$ cat src/rtl/ring_fwd_pkg.sv
package ring_fwd_pkg;
  typedef enum logic [1:0] {
    OWN_NONE = 2'd0,
    OWN_FWD  = 2'd1,
    OWN_LOC  = 2'd2
  } owner_e;

  typedef enum logic [1:0] {
    RX_FWD   = 2'd0,
    RX_STRIP = 2'd1,
    RX_DROP  = 2'd2
  } rx_kind_e;
endpackage

$ cat src/rtl/ring_rx_classify.sv
module ring_rx_classify
  import ring_fwd_pkg::*;
#(
  parameter int ID_W = 8
) (
  input  logic            clk,
  input  logic            rst_n,
  input  logic [ID_W-1:0] node_id,
  input  logic            rx_valid,
  input  logic [ID_W-1:0] rx_src,
  input  logic            rx_err,
  input  logic            rx_last,
  input  logic            rx_fire,
  output logic            rx_head,
  output rx_kind_e        rx_kind
);
  logic     in_pkt_q, in_pkt_d;
  rx_kind_e kind_q, kind_d, head_kind;

  always_comb begin
    if (rx_err)                 head_kind = RX_DROP;
    else if (rx_src == node_id) head_kind = RX_STRIP;
    else                        head_kind = RX_FWD;
  end

  assign rx_head = !in_pkt_q;
  assign rx_kind = in_pkt_q ? kind_q : head_kind;

  always_comb begin
    in_pkt_d = in_pkt_q;
    kind_d   = kind_q;
    if (rx_fire) begin
      in_pkt_d = !rx_last;
      if (!in_pkt_q) kind_d = head_kind;
    end
  end

  always_ff @(posedge clk or negedge rst_n) begin
    if (!rst_n) begin
      in_pkt_q <= 1'b0;
      kind_q   <= RX_FWD;
    end else begin
      in_pkt_q <= in_pkt_d;
      kind_q   <= kind_d;
    end
  end

  // a discarded packet keeps its class until its last beat
  a_r4_kind_kept: assert property (@(posedge clk) disable iff (!rst_n)
    (rx_valid && rx_fire && !rx_last && rx_kind != RX_FWD) |=> (rx_kind != RX_FWD));
endmodule

$ cat src/rtl/ring_tx_arbiter.sv
module ring_tx_arbiter
  import ring_fwd_pkg::*;
#(
  parameter int DATA_W = 32,
  parameter int ID_W   = 8
) (
  input  logic              clk,
  input  logic              rst_n,
  input  logic [ID_W-1:0]   node_id,
  input  logic              rx_valid,
  input  logic [DATA_W-1:0] rx_data,
  input  logic [ID_W-1:0]   rx_src,
  input  logic              rx_last,
  input  logic              rx_mark,
  input  logic              rx_head,
  input  rx_kind_e          rx_kind,
  output logic              rx_ready,
  output logic              rx_fire,
  input  logic              loc_valid,
  input  logic [DATA_W-1:0] loc_data,
  input  logic              loc_last,
  input  logic              loc_mark,
  output logic              loc_ready,
  output logic              tx_valid,
  input  logic              tx_ready,
  output logic [DATA_W-1:0] tx_data,
  output logic [ID_W-1:0]   tx_src,
  output logic              tx_last,
  output logic              tx_mark,
  output logic              loc_head_fire,
  output logic              loc_head_mark,
  output logic              own_ret_fire,
  output logic              own_ret_mark,
  output logic              err_head_fire
);
  owner_e own_q, own_d, sel;
  logic   loc_in_q, loc_in_d;
  logic   fwd_beat, loc_fire;

  assign fwd_beat = rx_valid && (rx_kind == RX_FWD);

  // Owner: a started packet keeps the link; otherwise relayed traffic first
  always_comb begin
    case (own_q)
      OWN_FWD: sel = OWN_FWD;
      OWN_LOC: sel = OWN_LOC;
      default: sel = fwd_beat ? OWN_FWD : (loc_valid ? OWN_LOC : OWN_NONE);
    endcase
  end

  always_comb begin
    tx_valid = 1'b0;
    tx_data  = loc_data;
    tx_src   = node_id;
    tx_last  = loc_last;
    tx_mark  = loc_mark;
    if (sel == OWN_FWD) begin
      tx_valid = rx_valid;
      tx_data  = rx_data;
      tx_src   = rx_src;
      tx_last  = rx_last;
      tx_mark  = rx_mark;
    end else if (sel == OWN_LOC) begin
      tx_valid = loc_valid;
    end
  end

  assign rx_ready  = (rx_kind != RX_FWD) || ((sel == OWN_FWD) && tx_ready);
  assign loc_ready = (sel == OWN_LOC) && tx_ready;
  assign rx_fire   = rx_valid && rx_ready;
  assign loc_fire  = loc_valid && loc_ready;

  assign loc_head_fire = loc_fire && !loc_in_q;
  assign loc_head_mark = loc_mark;
  assign own_ret_fire  = rx_fire && rx_head && (rx_kind == RX_STRIP);
  assign own_ret_mark  = rx_mark;
  assign err_head_fire = rx_fire && rx_head && (rx_kind == RX_DROP);

  always_comb begin
    own_d = own_q;
    if (tx_valid) own_d = (tx_ready && tx_last) ? OWN_NONE : sel;
    loc_in_d = loc_in_q;
    if (loc_fire) loc_in_d = !loc_last;
  end

  always_ff @(posedge clk or negedge rst_n) begin
    if (!rst_n) begin
      own_q    <= OWN_NONE;
      loc_in_q <= 1'b0;
    end else begin
      own_q    <= own_d;
      loc_in_q <= loc_in_d;
    end
  end

  a_r5_relay_first: assert property (@(posedge clk) disable iff (!rst_n)
    (own_q == OWN_NONE && rx_valid && rx_head && rx_kind == RX_FWD)
      |-> (tx_valid && !loc_ready && tx_src == rx_src));
  a_r6_loc_locks: assert property (@(posedge clk) disable iff (!rst_n)
    (own_q == OWN_LOC) |-> !(rx_valid && rx_ready && rx_kind == RX_FWD));
  a_r6_fwd_locks: assert property (@(posedge clk) disable iff (!rst_n)
    (own_q == OWN_FWD) |-> !loc_ready);
  a_r6_offer_held: assert property (@(posedge clk) disable iff (!rst_n)
    (tx_valid && !tx_ready) |=> (own_q != OWN_NONE));
  a_r3_no_own_relay: assert property (@(posedge clk) disable iff (!rst_n)
    (rx_valid && rx_head && rx_ready && rx_kind == RX_FWD) |-> (tx_src != node_id));
endmodule

$ cat src/rtl/ring_monitor.sv
module ring_monitor #(
  parameter int TO_W  = 16,
  parameter int LAT_W = 16
) (
  input  logic             clk,
  input  logic             rst_n,
  input  logic [TO_W-1:0]  timeout_cfg,
  input  logic             loc_head_fire,
  input  logic             loc_head_mark,
  input  logic             own_ret_fire,
  input  logic             own_ret_mark,
  input  logic             err_head_fire,
  output logic             ring_ok,
  output logic             err_pulse,
  output logic             lat_valid,
  output logic [LAT_W-1:0] lat_cycles
);
  localparam logic [LAT_W-1:0] LAT_MAX = {LAT_W{1'b1}};
  localparam logic [LAT_W-1:0] LAT_ONE = LAT_W'(1);
  localparam logic [TO_W-1:0]  TO_ONE  = TO_W'(1);

  logic             ok_q, ok_d, armed_q, armed_d, err_q, err_d;
  logic [TO_W-1:0]  to_q, to_d;
  logic             run_q, run_d, lv_q, lv_d;
  logic [LAT_W-1:0] lc_q, lc_d, lo_q, lo_d, lat_inc;

  assign lat_inc = (lc_q == LAT_MAX) ? LAT_MAX : (lc_q + LAT_ONE);

  always_comb begin
    ok_d    = ok_q;
    armed_d = armed_q;
    to_d    = to_q;
    if (own_ret_fire) ok_d = 1'b1;
    if (loc_head_fire) begin
      armed_d = 1'b1;
      to_d    = '0;
    end else if (own_ret_fire) begin
      armed_d = 1'b0;
    end else if (armed_q) begin
      if (to_q == timeout_cfg) begin
        ok_d    = 1'b0;
        armed_d = 1'b0;
      end else begin
        to_d = to_q + TO_ONE;
      end
    end
  end

  always_comb begin
    run_d = run_q;
    lc_d  = lc_q;
    lv_d  = 1'b0;
    lo_d  = lo_q;
    if (loc_head_fire && loc_head_mark) begin
      run_d = 1'b1;
      lc_d  = '0;
    end else if (run_q) begin
      if (own_ret_fire && own_ret_mark) begin
        run_d = 1'b0;
        lv_d  = 1'b1;
        lo_d  = lat_inc;
      end else begin
        lc_d = lat_inc;
      end
    end
    err_d = err_head_fire;
  end

  always_ff @(posedge clk or negedge rst_n) begin
    if (!rst_n) begin
      ok_q    <= 1'b0;
      armed_q <= 1'b0;
      to_q    <= '0;
      run_q   <= 1'b0;
      lc_q    <= '0;
      lv_q    <= 1'b0;
      lo_q    <= '0;
      err_q   <= 1'b0;
    end else begin
      ok_q    <= ok_d;
      armed_q <= armed_d;
      to_q    <= to_d;
      run_q   <= run_d;
      lc_q    <= lc_d;
      lv_q    <= lv_d;
      lo_q    <= lo_d;
      err_q   <= err_d;
    end
  end

  assign ring_ok    = ok_q;
  assign err_pulse  = err_q;
  assign lat_valid  = lv_q;
  assign lat_cycles = lo_q;

  a_r8_ok_rise: assert property (@(posedge clk) disable iff (!rst_n)
    $rose(ok_q) |-> $past(own_ret_fire));
  a_r9_ok_fall: assert property (@(posedge clk) disable iff (!rst_n)
    $fell(ok_q) |-> $past(armed_q && !own_ret_fire && !loc_head_fire));
  a_r4_err_once: assert property (@(posedge clk) disable iff (!rst_n)
    err_q |-> $past(err_head_fire));
  a_r10_lat_cause: assert property (@(posedge clk) disable iff (!rst_n)
    lv_q |-> ($past(own_ret_fire && own_ret_mark) && lo_q != '0));
endmodule

$ cat src/rtl/ring_fwd_arbiter.sv
module ring_fwd_arbiter
  import ring_fwd_pkg::*;
#(
  parameter int DATA_W = 32,
  parameter int ID_W   = 8,
  parameter int TO_W   = 16,
  parameter int LAT_W  = 16
) (
  input  logic              clk,
  input  logic              rst_n,
  input  logic [ID_W-1:0]   node_id,
  input  logic [TO_W-1:0]   timeout_cfg,
  input  logic              rx_valid,
  output logic              rx_ready,
  input  logic [DATA_W-1:0] rx_data,
  input  logic [ID_W-1:0]   rx_src,
  input  logic              rx_last,
  input  logic              rx_err,
  input  logic              rx_mark,
  input  logic              loc_valid,
  output logic              loc_ready,
  input  logic [DATA_W-1:0] loc_data,
  input  logic              loc_last,
  input  logic              loc_mark,
  output logic              tx_valid,
  input  logic              tx_ready,
  output logic [DATA_W-1:0] tx_data,
  output logic [ID_W-1:0]   tx_src,
  output logic              tx_last,
  output logic              tx_mark,
  output logic              ring_ok,
  output logic              err_pulse,
  output logic              lat_valid,
  output logic [LAT_W-1:0]  lat_cycles
);
  logic     rx_head, rx_fire;
  rx_kind_e rx_kind;
  logic     loc_head_fire, loc_head_mark, own_ret_fire, own_ret_mark, err_head_fire;

  ring_rx_classify #(.ID_W(ID_W)) u_cls (
    .clk(clk), .rst_n(rst_n), .node_id(node_id),
    .rx_valid(rx_valid), .rx_src(rx_src), .rx_err(rx_err), .rx_last(rx_last),
    .rx_fire(rx_fire), .rx_head(rx_head), .rx_kind(rx_kind)
  );

  ring_tx_arbiter #(.DATA_W(DATA_W), .ID_W(ID_W)) u_arb (
    .clk(clk), .rst_n(rst_n), .node_id(node_id),
    .rx_valid(rx_valid), .rx_data(rx_data), .rx_src(rx_src), .rx_last(rx_last),
    .rx_mark(rx_mark), .rx_head(rx_head), .rx_kind(rx_kind),
    .rx_ready(rx_ready), .rx_fire(rx_fire),
    .loc_valid(loc_valid), .loc_data(loc_data), .loc_last(loc_last),
    .loc_mark(loc_mark), .loc_ready(loc_ready),
    .tx_valid(tx_valid), .tx_ready(tx_ready), .tx_data(tx_data), .tx_src(tx_src),
    .tx_last(tx_last), .tx_mark(tx_mark),
    .loc_head_fire(loc_head_fire), .loc_head_mark(loc_head_mark),
    .own_ret_fire(own_ret_fire), .own_ret_mark(own_ret_mark),
    .err_head_fire(err_head_fire)
  );

  ring_monitor #(.TO_W(TO_W), .LAT_W(LAT_W)) u_mon (
    .clk(clk), .rst_n(rst_n), .timeout_cfg(timeout_cfg),
    .loc_head_fire(loc_head_fire), .loc_head_mark(loc_head_mark),
    .own_ret_fire(own_ret_fire), .own_ret_mark(own_ret_mark),
    .err_head_fire(err_head_fire),
    .ring_ok(ring_ok), .err_pulse(err_pulse),
    .lat_valid(lat_valid), .lat_cycles(lat_cycles)
  );

  // nothing leaves the block while no input is offered
  a_r1_idle_quiet: assert property (@(posedge clk) disable iff (!rst_n)
    (!rx_valid && !loc_valid) |-> !tx_valid);
endmodule

$ cat config.mk
export PLATFORM = sky130hd
export DESIGN_NAME = ring_fwd_arbiter
export DESIGN_NICKNAME = d
export VERILOG_FILES = /design/src/rtl/ring_fwd_pkg.sv /design/src/rtl/ring_rx_classify.sv /design/src/rtl/ring_tx_arbiter.sv /design/src/rtl/ring_monitor.sv /design/src/rtl/ring_fwd_arbiter.sv
export SDC_FILE = /design/constraint.sdc
export NUM_CORES = 1
export LEC_CHECK = 0
export BUFFER_PORTS_ARGS = -buffer_cell sky130_fd_sc_hd__buf_2
export CORE_MARGIN = 3
export CORE_UTILIZATION = 25
export CTS_CLUSTER_SIZE = 12
export DETAILED_ROUTE_END_ITERATION = 8
export GPL_TIMING_DRIVEN = 0
export PLACE_DENSITY = 0.54
export SLEW_MARGIN = 10
export SYNTH_ARGS = -nofsm -noshare
export SYNTH_HDL_FRONTEND = slang
export SYNTH_SLANG_ARGS = --single-unit
export TNS_END_PERCENT = 30
$ cat constraint.sdc
create_clock -name clk -period 4.8 [get_ports clk]
set_input_delay 0.96 -clock clk [delete_from_list [all_inputs] [get_ports clk]]
set_output_delay 0.96 -clock clk [all_outputs]
set_load 0.05 [all_outputs]
## Word-level counts from Yosys, hierarchy flattened

Cells that the tools add are included.

| cells by class | value |
|---|---|
| $add $sub $neg | 2 |
| equal/unequal tests | 12 |
| muxes and demuxes | 36 |
| bitwise operators | 1 |
| reduce and logical (&&, ||, !) cells | 24 |

Operator list:

| operator | number |
|---|---|
| $mux W16 | 8 |
| $add A16 B1 Y16 const B | 2 |
| $mux W32 | 1 |
| $mux W1 | 20 |
| $eq A16 B16 Y1 | 1 |
| $eq A16 B16 Y1 const B | 1 |
| $logic_and A1 B1 Y1 | 12 |
| $mux W2 | 5 |
| $eq A8 B8 Y1 | 1 |
| $mux W8 | 1 |
| $eq A2 B1 Y1 const B | 3 |
| $eq A2 B2 Y1 const B | 3 |
| $ne A2 B1 Y1 const B | 3 |
| $reduce_and A3 Y1 | 2 |
| $reduce_bool A2 Y1 | 3 |
| $logic_not A1 Y1 | 4 |
| $pmux W2 S2 | 1 |
| $logic_not A2 Y1 | 1 |
| $reduce_and A2 Y1 | 1 |
| $logic_or A1 B1 Y1 | 1 |
| $not A1 Y1 | 1 |

| word-level totals | value |
|---|---|
| bits in registers | 59 |
| bits of input ports | 106 |

## Depth between registers and ports, before layout

Gate-level depths: netlist (run 1).

| depth | value |
|---|---|
| word-level depth | 19 |
| mapped depth | 9 |

## Hierarchy

From an unflattened synthesis (run 1), not the netlist that was laid out.

| second synthesis, totals | value |
|---|---|
| cell total of the unflattened synthesis | 420 |
| area total of the unflattened synthesis | 4129.0 sq um |

Modules (own cells, without submodules):

| module | times used | cells each | area an instance (sq um) | seq. area each (sq um) |
|---|---|---|---|---|
| ring_monitor | 1 | 312 | 2886.5 | 1326.3 |
| ring_tx_arbiter | 1 | 85 | 1012.2 | 75.1 |
| ring_rx_classify | 1 | 23 | 230.2 | 75.1 |

## Worst setup path before layout (run 1)

OpenSTA, ideal clock, no wires.

| path | value |
|---|---|
| kind | input -> output |
| start | input port rx_valid |
| end | output port tx_valid |
| data arrival time | 2.786 ns |
| required time | 3.840 ns |
| setup slack | 1.054 ns |
| stages | 5 |
| path buffers | 1 |
| path through | clkbuf_1 -> o21a_1 -> o31a_1 -> nor2_1 -> o21ai_0 |

| between the ends | value |
|---|---|
| cells in the longest elaborated chain, start to end | 6 |
| elaborated cells on any way between the ends | 7 |
| those cells by class | 2 x eq/ne; 4 x mux; 1 x reduce/logical |

RTL lines:

| what | RTL line | text |
|---|---|---|
| from (decl) | ring_fwd_arbiter.sv:13 | `input logic rx_valid,` |
| $logic_and A1 B1 Y1 | ring_tx_arbiter.sv:40 | `assign fwd_beat = rx_valid && (rx_kind == RX_FWD);` |
| $mux W2 | ring_tx_arbiter.sv:47 | `default: sel = fwd_beat ? OWN_FWD : (loc_valid ? OWN_LOC : OWN_NONE);` |
| $pmux W2 S2 | ring_tx_arbiter.sv:44 | `case (own_q)` |
| $eq A2 B2 Y1 | ring_tx_arbiter.sv:63 | `end else if (sel == OWN_LOC) begin` |
| $mux W1 | ring_tx_arbiter.sv:63 |  |
| $mux W1 * | ring_tx_arbiter.sv:57 | `if (sel == OWN_FWD) begin` |
| to (decl) | ring_fwd_arbiter.sv:25 | `output logic tx_valid,` |

Mark *: on every way between the ends. The rest lies on a longest branch, timed or not.

## Worst setup path in the final report (run 1)

| path | value |
|---|---|
| start | input port node_id[6] |
| end | output port tx_data[7] |

| between the ends | value |
|---|---|
| cells in the longest elaborated chain, start to end | 10 |

RTL lines:

| what | RTL line | text |
|---|---|---|
| from (decl) | ring_fwd_arbiter.sv:11 | `input logic [ID_W-1:0] node_id,` |
| $eq A8 B8 Y1 | ring_rx_classify.sv:22 | `else if (rx_src == node_id) head_kind = RX_STRIP;` |
| $mux W1 | ring_rx_classify.sv:22 |  |
| $mux W2 | ring_rx_classify.sv:21 | `if (rx_err) head_kind = RX_DROP;` |
| $mux W2 | ring_rx_classify.sv:27 | `assign rx_kind = in_pkt_q ? kind_q : head_kind;` |
| $logic_not A2 Y1 | ring_tx_arbiter.sv:40 |  |
| $logic_and A1 B1 Y1 | ring_tx_arbiter.sv:40 |  |
| $mux W2 | ring_tx_arbiter.sv:47 |  |
| $pmux W2 S2 | ring_tx_arbiter.sv:44 |  |
| $eq A2 B1 Y1 | ring_tx_arbiter.sv:57 |  |
| $mux W32 | ring_tx_arbiter.sv:57 |  |
| to (decl) | ring_fwd_arbiter.sv:27 | `output logic [DATA_W-1:0] tx_data,` |

Every way passes these cells.

==> flow_summary.yaml, run 1 <==
route:
  routed.top_layer: "met4"
  postRouteAntennaNets: 0
  drt-initial-drc-count: 227
  routedWlPerCell_microns: 16.2
  first_pass_iters: 5
  detailroute.wirelength.met3_microns: 580
  vias: 3786
  met2WireLength_microns: 6250
  drc: 0
  wl_met1_microns: 5940
  routed_via_density: 4.75
  detailed_route_wire_length_microns: 12900
clocking:
  clock_latency_at_the_later_pin_of_the_worst_skew_pair_ns: 0.33
  cts.hold.buffers_added: 0
  cts_root_buf: "clkbuf_16"
  clock_input_transition_at_the_sequential_cells_of_the_worst_setup_and_hold_paths_ns: 0.05
  h_tree_lvls: 3
  tritoncts_clock_tree: "done"
  cts_max_path_buffers: 2
  post-cts-setup-buffer-count: 0
  cts.sinks: 59
  cts.repair.resized: 0
  numCtsBuffers: 9
run_status:
  run_status: "finished clean"
synthesis:
  synth_async_sr_flop_share_pct: 100
  post_synthesis_sequential_area_ratio_pct: 36.5
  syn_avg_cell_area_sq_um: 10.1
  synth_nets: 512
  synthesized_area_sq_mm: 0.00404
  synth_enable_flop_cells: 0
  ys_seq_elements: 59
  synth-warning-count: 0
  synth_cells: 402
  yosys_cell_types: 58
  ys.flop_type: "dfrtp_1"
global_route:
  grt_first_pass_wirelength_microns: 20700
  grt_start_max_net_pins: 60
  number_of_antenna_violations_at_the_first_check_in_global_routing: 0
  grt_use_total_pct: 14.3
  grt_overflow: 0
  first_global_vias: 4011
floorplan:
  design.die.area_sq_mm: 0.0177
  row_count: 45
  die_w_microns: 133
  placeableCoreArea_sq_mm: 0.0155
  fp.dieH_microns: 133
  io_pins: 170
  start_util_pct: 26.0
timing:
  hold_fails_final_rpt: 0
  totalNegativeSetupSlack_ns: 0
  worst_clock_skew_ns: 0.00727
  fin_crit_ns: 4.19
  final.hold.worst_slack_ns: 0.466
  period_share_pct: 87.4
  worst_pin_slew_ns: 1.06
  timing_max_transition_violations_final: 0
  timing.max_slew.rel_slack_pct: 28.4
  fmax_mhz: 238
  grt_setup_unrepaired: "false"
  final.setup.worst_slack_ns: 0.607
  final_setup_vio_count: 0
final_layout:
  drive_gt1_share_pct: 46.4
  final_core_utilization_pct: 35.2
  area_growth_pct: 35.1
  most-common-layout-cells: "buf_2 (175), dfrtp_1 (59), mux2_2 (51)"
  n_antenna_cell: 0
  leading_cell_type_in_the_layout_fill_and_taps_excluded: "buf_2"
  finish.net_count: 691
pwr:
  total_leakage_power_nw: 2.59
  ir_drop_uv: 189
  p_per_area_mw_per_mm2: 460
  design_power_total_w: 0.00251
critical_path:
  worst-r2r-setup-slack_ns: 2.11
  r2r_startpoint: "u_arb.own_q[0]$_DFFE_PN0P_"
  r2r-end: "u_mon.lat_cycles[10]$_DFFE_PN0P_"
  worstSetupStartpointType: "primary input"
  critical_path.slowest_cell: "mux2_2"
  critical_path_class: "primary input to primary output"
  reg2regPathDepth: 9
  cp_slowest_stage_delay_ns: 0.40
  worst_ep_arrival_time_ns: 3.23
  timing.critical_path.fanout_max: 10
  worst_setup_path_end_kind: "primary output"
  critical_path_required_ns: 3.84
  cpMostUsedCell: "buf_2"
  timing.critical_path.cells: "buf_2 -> xnor2_1 -> nand4_1 -> o31a_1 -> a21oi_4 -> buf_4 -> mux2_2 -> buf_2"
hold_path:
  worst_hold_path.num_cells: 1
  hold_start: "u_mon.ring_ok$_DFF_PN0_"
  min_delay_worst_endpoint: "u_mon.ring_ok$_DFF_PN0_"
  type_of_the_tightest_min_delay_check: "flip-flop to flip-flop"
place:
  placer_s_final_routability_congestion_estimate: 0.926
  place_hpwl_microns: 10100
  placement.setup.worst_slack_ns: 0.581
  io_buffers: 168
flow_run:
  maxCapViolations: 0
==> power by group <==
part	switching [W]	internal, W
combinational	0.000709	0.000411
clock	0.000233	0.000442
sequential	0.000119	0.000599
==> how the worst max path moves through the flow <==
stage               cells past startpoint         end  slack [ns]  startpoint
finish                                  8  tx_data[7]        0.61  node_id[6]
global route                            8  tx_data[7]        0.47  node_id[0]
CTS                                     8  tx_data[5]        0.58  node_id[0]
detailed placement                      8  tx_data[5]        0.58  node_id[0]
global placement                        8  tx_data[7]        0.60  node_id[0]
floorplan                               5    tx_valid        1.05    rx_valid
==> sequential cells by signal, indices dropped and copies added, names as in the netlist <==
name              cells
u_arb.loc_in_q        1
u_arb.own_q           2
u_cls.in_pkt_q        1
u_cls.kind_q          2
u_mon.armed_q         1
u_mon.err_pulse       1
u_mon.lat_cycles     16
u_mon.lat_valid       1
u_mon.lc_q           16
u_mon.ring_ok         1
u_mon.run_q           1
u_mon.to_q           16
==> final cells by class <==
cell class	instances	area [sq um]
Fill cell	1646	10100
Multi-Input combinational cell	315	2430
Sequential cell	59	1480
Timing Repair Buffer	168	843
Clock buffer	12	267
Tap cell	211	264
Buffer	18	100
Clock inverter	4	47.5
Inverter	10	37.5
==> through the flow <==
stage               cell area (sq um)  std cells
floorplan                        4040        402
CTS                              5470        797
global placement                 5150        781
finish                           5470        797
detailed placement               5150        781
global route                     5470        797
==> cells by family after synthesis <==
logic type,count (synthesis),synth area share [%]
AND/OR/NAND/NOR,133,18.8
AO/OA/AOI/OAI,68,11.6
multiplexers,64,18.5
flip-flops,59,36.5
XOR/XNOR,46,9.96
buffers and inverters,28,3.40
adder cells (fa/ha/maj),4,1.24
==> synthesized netlist by cell type (all sizes together), types with 5 or more instances <==
cell type | n | area, sq um
a211oi | 5 | 37.5
inv | 10 | 37.5
o21ai | 15 | 78.8
nor4 | 9 | 68.8
a311oi | 5 | 50.0
and2 | 5 | 31.3
nand2 | 26 | 97.6
buf | 13 | 81.3
nand4 | 12 | 90.1
xnor2 | 43 | 377
and4 | 5 | 43.8
mux2 | 60 | 709
nor2 | 31 | 124
nor3 | 5 | 25.0
nor4b | 5 | 43.8
clkbuf | 5 | 18.8
a21oi | 19 | 106
dfrtp | 59 | 1480
nand3 | 13 | 75.1
==> routing by layer <==
| metal | vias to the layer above | global-route usage (%) |
|---|---|---|
| met1 | 1852 | 19.4 |
| met2 | 85 | 23.0 |
| li1 | 1834 | - |
| met4 | 0 | 4.11 |
| met5 | - | 0 |
| met3 | 15 | 3.29 |
==> critical path, delay by kind of cell <==
family	cells	cell delay, ns
and+or+nand+nor	1	0.23
buffers and inverters	3	0.62
muxes	1	0.40
AOI/OAI and AO/OA	2	0.78
xor gates and xnor gates	1	0.23
Power figures use the tool's default switching activity.
==> inputs of run 2 (changes only) <==
--- a/config.mk
+++ b/config.mk
@@ -11,7 +11,6 @@
 export CTS_CLUSTER_SIZE = 12
 export DETAILED_ROUTE_END_ITERATION = 8
 export GPL_TIMING_DRIVEN = 0
-export PLACE_DENSITY = 0.54
 export SLEW_MARGIN = 10
 export SYNTH_ARGS = -nofsm -noshare
 export SYNTH_HDL_FRONTEND = slang
==> run 2 against run 1 <==
  * Sequential power about the same
  * Die area unchanged
  * Maximum frequency down 0.80%
  * Critical path depth unchanged
  * Global-route usage down 0.96 points
  * Clock power down 11%
  * Sequential share of layout area about the same
  * Worst hold slack about the same
  * Final area down 0.11%
  * Highest routed layer unchanged
==> flow_summary.yaml, run 2 (synthesis results as in run 1) <==
critical_path:
  timing.critical_path.fanout_max: 10
  cp_slowest_stage_delay_ns: 0.41
  critical_path.slowest_cell: "o31a_1"
  worstSetupStartpointType: "primary input"
  timing.critical_path.cells: "buf_2 -> xnor2_1 -> nand4_1 -> o31a_1 -> a21oi_4 -> buf_4 -> mux2_2 -> buf_2"
  cpMostUsedCell: "buf_2"
  path_buf_inv: 3
  r2r_startpoint: "u_arb.own_q[0]$_DFFE_PN0P_"
  worst_path_dominant_cell_family: "compound AO/OA/AOI/OAI gates"
  worst_setup_path_end_kind: "primary output"
  worst_ep_arrival_time_ns: 3.27
  startpoint: "node_id[0]"
  critical_path_required_ns: 3.84
  critical_path_class: "primary input to primary output"
clocking:
  numCtsBuffers: 9
  cts.sinks: 59
  cts_max_path_buffers: 2
  cts_root_buf: "clkbuf_16"
  cts.repair.resized: 0
  clock_input_transition_at_the_sequential_cells_of_the_worst_setup_and_hold_paths_ns: 0.05
  tritoncts_clock_tree: "done"
  h_tree_lvls: 3
  post-cts-setup-buffer-count: 0
  cts.hold.buffers_added: 0
  clock_latency_at_the_later_pin_of_the_worst_skew_pair_ns: 0.32
route:
  routedWlPerCell_microns: 15.4
  first_pass_iters: 4
  postRouteAntennaNets: 0
  detailed_route_wire_length_microns: 12300
  drt-initial-drc-count: 190
  drc: 0
  routed_via_density: 4.57
  vias: 3646
hold_path:
  type_of_the_tightest_min_delay_check: "flip-flop to flip-flop"
  hold_start: "u_mon.ring_ok$_DFF_PN0_"
pwr:
  total_leakage_power_nw: 2.59
  ir_drop_uv: 157
  p_per_area_mw_per_mm2: 445
floorplan:
  design.die.area_sq_mm: 0.0177
  placeableCoreArea_sq_mm: 0.0155
  start_util_pct: 26.0
  die_w_microns: 133
  fp.dieH_microns: 133
  io_pins: 170
  row_count: 45
global_route:
  first_global_vias: 3672
  number_of_antenna_violations_at_the_first_check_in_global_routing: 0
  grt_use_total_pct: 13.4
  grt_overflow: 0
  grt_first_pass_wirelength_microns: 19400
  grt_start_max_net_pins: 60
timing:
  totalNegativeSetupSlack_ns: 0
  timing_max_transition_violations_final: 0
  fin_crit_ns: 4.23
  grt_setup_unrepaired: "false"
  worst_clock_skew_ns: 0.00329
  final_setup_vio_count: 0
  period_share_pct: 88.1
  hold_fails_final_rpt: 0
  timing.max_slew.rel_slack_pct: 33.1
  fmax_mhz: 237
  final.hold.worst_slack_ns: 0.466
  worst_pin_slew_ns: 0.993
final_layout:
  drive_gt1_share_pct: 46.2
  most-common-layout-cells: "buf_2 (175), dfrtp_1 (59), mux2_2 (51)"
  n_antenna_cell: 0
  leading_cell_type_in_the_layout_fill_and_taps_excluded: "buf_2"
  finish.cell_count_without_fillers: 797
  finish.net_count: 692
  area_growth_pct: 35.0
place:
  io_buffers: 168
  dpl.cell_count: 782
  place_hpwl_microns: 9540
  placer_s_final_routability_congestion_estimate: 0.773
flow_run:
  maxCapViolations: 0
run_status:
  run_status: "finished clean"
==> run 2: cell types whose count changed in the layout (fill, tap and decap cells not counted) <==
cell	previous run	this run
buf_16	0	1
bufinv_16	1	0
clkbuf_1	5	6
clkinvlp_4	1	0
==> run 2: final cells by class <==
type	count	area, sq um
buffer	18	100
clock buffer	13	270
clock inverter	2	10.0
fill	1632	10100
inverter	10	37.5
multi-input combinational	315	2430
sequential	59	1480
tap	211	264
timing repair buffer	169	871
==> run 2: where the power goes <==
| group | total, W | switching (W) | leakage, nW | internal [W] |
|---|---|---|---|---|
| Combinational | 0.00111 | 0.000696 | 1.67 | 0.000412 |
| Sequential | 0.000720 | 0.000120 | 0.779 | 0.000599 |
| Clock | 0.000602 | 0.000215 | 0.141 | 0.000386 |
==> run 2: routing by layer <==
| metal | part of all wire [%] | global-route usage [%] |
|---|---|---|
| met2 | 48 | 21.4 |
| met5 | 0 | 0 |
| met4 | 1.0 | 2.97 |
| met3 | 3.6 | 2.68 |
| met1 | 47 | 18.7 |
==> run 2: final timing paths <==
| check | endpoint | slack (ns) | cells past startpoint |
|---|---|---|---|
| max in group asynchronous | u_mon.lat_cycles[9]$_DFFE_PN0P_ | 3.92 | 2 |
| min in group asynchronous | u_mon.to_q[4]$_DFFE_PN0P_ | 0.63 | 2 |
| worst min-delay path | u_mon.ring_ok$_DFF_PN0_ | 0.47 | 1 |
| worst max-delay path | tx_src[3] | 0.57 | 8 |
| worst min register to register | u_mon.ring_ok$_DFF_PN0_ | 0.47 | 1 |
| worst max register to register | u_mon.lat_cycles[10]$_DFFE_PN0P_ | 2.13 | 9 |
==> run 2: metrics by stage <==
step	power, W	utilization (%)	area [sq um]	worst slack (ns)
2_1_floorplan	0.00155	-	4040	1.05
3_3_place_gp	0.00182	33.1	5150	0.444
3_5_place_dp	0.00183	33.3	5180	0.511
4_1_cts	0.00245	35.1	5460	0.508
5_1_grt	0.00258	35.1	5460	0.423
6_report	0.00243	35.1	5460	0.573
==> inputs of run 3 (changes only) <==
--- a/config.mk
+++ b/config.mk
@@ -5,6 +5,7 @@
 export SDC_FILE = /design/constraint.sdc
 export NUM_CORES = 1
 export LEC_CHECK = 0
+export ABC_AREA = 1
 export BUFFER_PORTS_ARGS = -buffer_cell sky130_fd_sc_hd__buf_2
 export CORE_MARGIN = 3
 export CORE_UTILIZATION = 25
@@ -14,5 +15,6 @@
 export SLEW_MARGIN = 10
 export SYNTH_ARGS = -nofsm -noshare
 export SYNTH_HDL_FRONTEND = slang
+export SYNTH_HIERARCHICAL = 1
 export SYNTH_SLANG_ARGS = --single-unit
 export TNS_END_PERCENT = 30
==> run 3 against run 2 <==
  * Final area is 7.9% higher
  * Synthesized cell count is 76% higher
  * Global-route usage is 1.2 points higher
  * First-iteration DRC count is 74% higher
==> flow_summary.yaml, run 3 <==
run_status:
  run_status: "finished clean"
synthesis:
  post_synthesis_sequential_area_ratio_pct: 33.1
  yosys_cell_types: 37
  synth_async_sr_flop_share_pct: 100
  synth_top_cells_by_count: "nand2_1 (338), inv_1 (81), dfrtp_1 (59)"
  synth-warning-count: 6
  synth_top_cell_area_share_pct: 33.1
  ys.flop_type: "dfrtp_1"
  syn_avg_cell_area_sq_um: 6.29
  yosys-top-cells-area: "dfrtp_1 (33%), nand2_1 (28%), inv_1 (6.8%)"
  synth-compound-area-share_pct: 3.54
  synthesized_area_sq_mm: 0.00446
  synth_nets: 819
  synth-adder-area-share_pct: 1.12
  netlist.top_cell.by_area: "dfrtp_1"
  yosys.area_share.xor_xnor_pct: 2.95
  synth_simple_gate_area_share_pct: 47.8
  ys_seq_elements: 59
  synth_cells: 709
  synth.mux.area_fraction_pct: 0
  dominant_combinational_cell_family_by_area_after_synthesis: "simple AND/OR/NAND/NOR gates"
  synth_enable_flop_cells: 0
  yosys.cell_count.top_type: "nand2_1"
route:
  routedWlPerCell_microns: 12.6
  drt-initial-drc-count: 331
  postRouteAntennaNets: 0
  detailed_route_wire_length_microns: 14100
  vias: 4805
  drc: 0
  routed_via_density: 4.29
  first_pass_iters: 4
timing:
  period_share_pct: 73.5
  fin_crit_ns: 3.53
  grt_setup_unrepaired: "false"
  totalNegativeSetupSlack_ns: 0
  fmax_mhz: 284
  final_setup_vio_count: 0
  timing.max_slew.rel_slack_pct: 48.3
  hold_fails_final_rpt: 0
  worst_pin_slew_ns: 0.775
  timing_max_transition_violations_final: 0
  worst_clock_skew_ns: 0.0101
global_route:
  grt_overflow: 0
  grt_start_max_net_pins: 60
  grt_first_pass_wirelength_microns: 23200
  first_global_vias: 4570
  number_of_antenna_violations_at_the_first_check_in_global_routing: 0
  grt_use_total_pct: 14.5
final_layout:
  multi_input_area_sq_mm: 0.00247
  n_antenna_cell: 0
  fillCellCount: 1871
  leading_cell_type_in_the_layout_fill_and_taps_excluded: "nand2_1"
  drive_gt1_share_pct: 25.6
  most-common-layout-cells: "nand2_1 (338), buf_2 (172), inv_1 (81)"
  finish.net_count: 999
  area_growth_pct: 32.1
  seqCellArea_sq_mm: 0.00148
  fin_area_sq_mm: 0.00589
critical_path:
  reg2regPathDepth: 17
  worst-r2r-setup-slack_ns: 2.24
  r2r_startpoint: "u_cls/in_pkt_q$_DFFE_PN0P_"
  startpoint: "rx_err"
  critical_path_required_ns: 3.84
  critical_path_class: "primary input to primary output"
  timing.critical_path.fanout_max: 10
  r2r-end: "u_mon/lat_cycles[7]$_DFFE_PN0P_"
  worstSetupStartpointType: "primary input"
  worst_ep_arrival_time_ns: 2.57
  endpoint: "tx_data[23]"
  worst_setup_path_end_kind: "primary output"
floorplan:
  io_pins: 170
  fp.dieH_microns: 140
  design.die.area_sq_mm: 0.0195
  start_util_pct: 25.7
  die_w_microns: 140
  placeableCoreArea_sq_mm: 0.0174
  row_count: 48
place:
  dpl-instance-area_sq_mm: 0.00559
  placer_s_final_routability_congestion_estimate: 0.886
  io_buffers: 169
  place_hpwl_microns: 11000
pwr:
  p_per_area_mw_per_mm2: 577
  design_power_total_w: 0.00340
  total_leakage_power_nw: 3.50
  ir_drop_uv: 403
hold_path:
  type_of_the_tightest_min_delay_check: "flip-flop to flip-flop"
  hold_start: "u_mon/lat_cycles[15]$_DFFE_PN0P_"
clocking:
  clock_latency_at_the_later_pin_of_the_worst_skew_pair_ns: 0.34
  clock_input_transition_at_the_sequential_cells_of_the_worst_setup_and_hold_paths_ns: 0.05
  cts_root_buf: "clkbuf_16"
  numCtsBuffers: 9
  post-cts-setup-buffer-count: 0
  tritoncts_clock_tree: "done"
  cts_max_path_buffers: 2
  cts.sinks: 59
  h_tree_lvls: 3
  cts.hold.buffers_added: 0
  cts.repair.resized: 0
flow_run:
  maxCapViolations: 0
[run 3: cell types whose count changed after synthesis, sizes merged, moves of 16 or more]
cell   delta
nand2   +318
inv      +75
mux2     -60
xnor2    -42
nand3    +33
nor2     +24
nand4    +21
a21oi    -16
[run 3: how the worst min path moves through the flow]
stage | to | slack (ns) | cells after the start
after floorplan | u_arb/loc_in_q$_DFFE_PN0P_ | 0.44 | 2
after global placement | u_arb/loc_in_q$_DFFE_PN0P_ | 0.46 | 2
after detailed placement | u_mon/lat_cycles[11]$_DFFE_PN0P_ | 0.46 | 2
after CTS | u_arb/loc_in_q$_DFFE_PN0P_ | 0.47 | 2
after global routing | u_arb/loc_in_q$_DFFE_PN0P_ | 0.49 | 2
final | u_mon/lat_cycles[15]$_DFFE_PN0P_ | 0.47 | 2
[run 3: stage by stage]
stage	hold slack, ns	utilization, %	std cells	setup slack [ns]
2_1_floorplan	0.443	-	709	1.03
3_3_place_gp	0.456	32.2	1103	1.27
3_5_place_dp	0.459	32.2	1103	1.26
4_1_cts	0.474	33.9	1119	1.25
5_1_grt	0.493	33.9	1119	1.08
6_report	0.468	33.9	1119	1.27
[run 3: cell families after synthesis]
kind of cell / Yosys count
buf+inv: 113
simple gates: 491
compound gates: 27
flops: 59
xor+xnor: 15
fa+ha+maj: 4
[run 3: layout make-up]
class | instances | share of cell area [%]
buffer | 25 | 3.04
timing repair buffer | 169 | 14.4
clock inverter | 7 | 1.30
tap | 225 | 4.78
inverter | 88 | 5.65
multi-input combinational | 537 | 41.9
clock buffer | 9 | 3.82
sequential | 59 | 25.1
[run 3: per-layer routing]
metal  vias up  GRT usage (%)  wire length, microns
met4         0           3.11                   160
met3        13           3.06                   598
met1      2146           19.5                  6610
li1       2556              -                     -
met5         -              0                     0
met2        90           24.3                  6720
[run 3: where the power goes]
| group | switching (W) | total (W) | internal [W] |
|---|---|---|---|
| combinational | 0.00151 | 0.00205 | 0.000539 |
| clock | 0.000246 | 0.000651 | 0.000405 |
| sequential | 0.0000966 | 0.000696 | 0.000599 |
[run 3: critical path, stage by stage]
cell and delay, ns:
buf_2 0.09, inv_1 0.05, nand2_2 0.05, nor2_1 0.09, nand2_1 0.05, nor2_1 0.08, nand3_1 0.10, nand2_2 0.12
nor2_4 0.06, nand2_4 0.09, nand2_4 0.09, inv_4 0.10, buf_6 0.15, nand2_1 0.06, nand2_1 0.11, buf_2 0.28
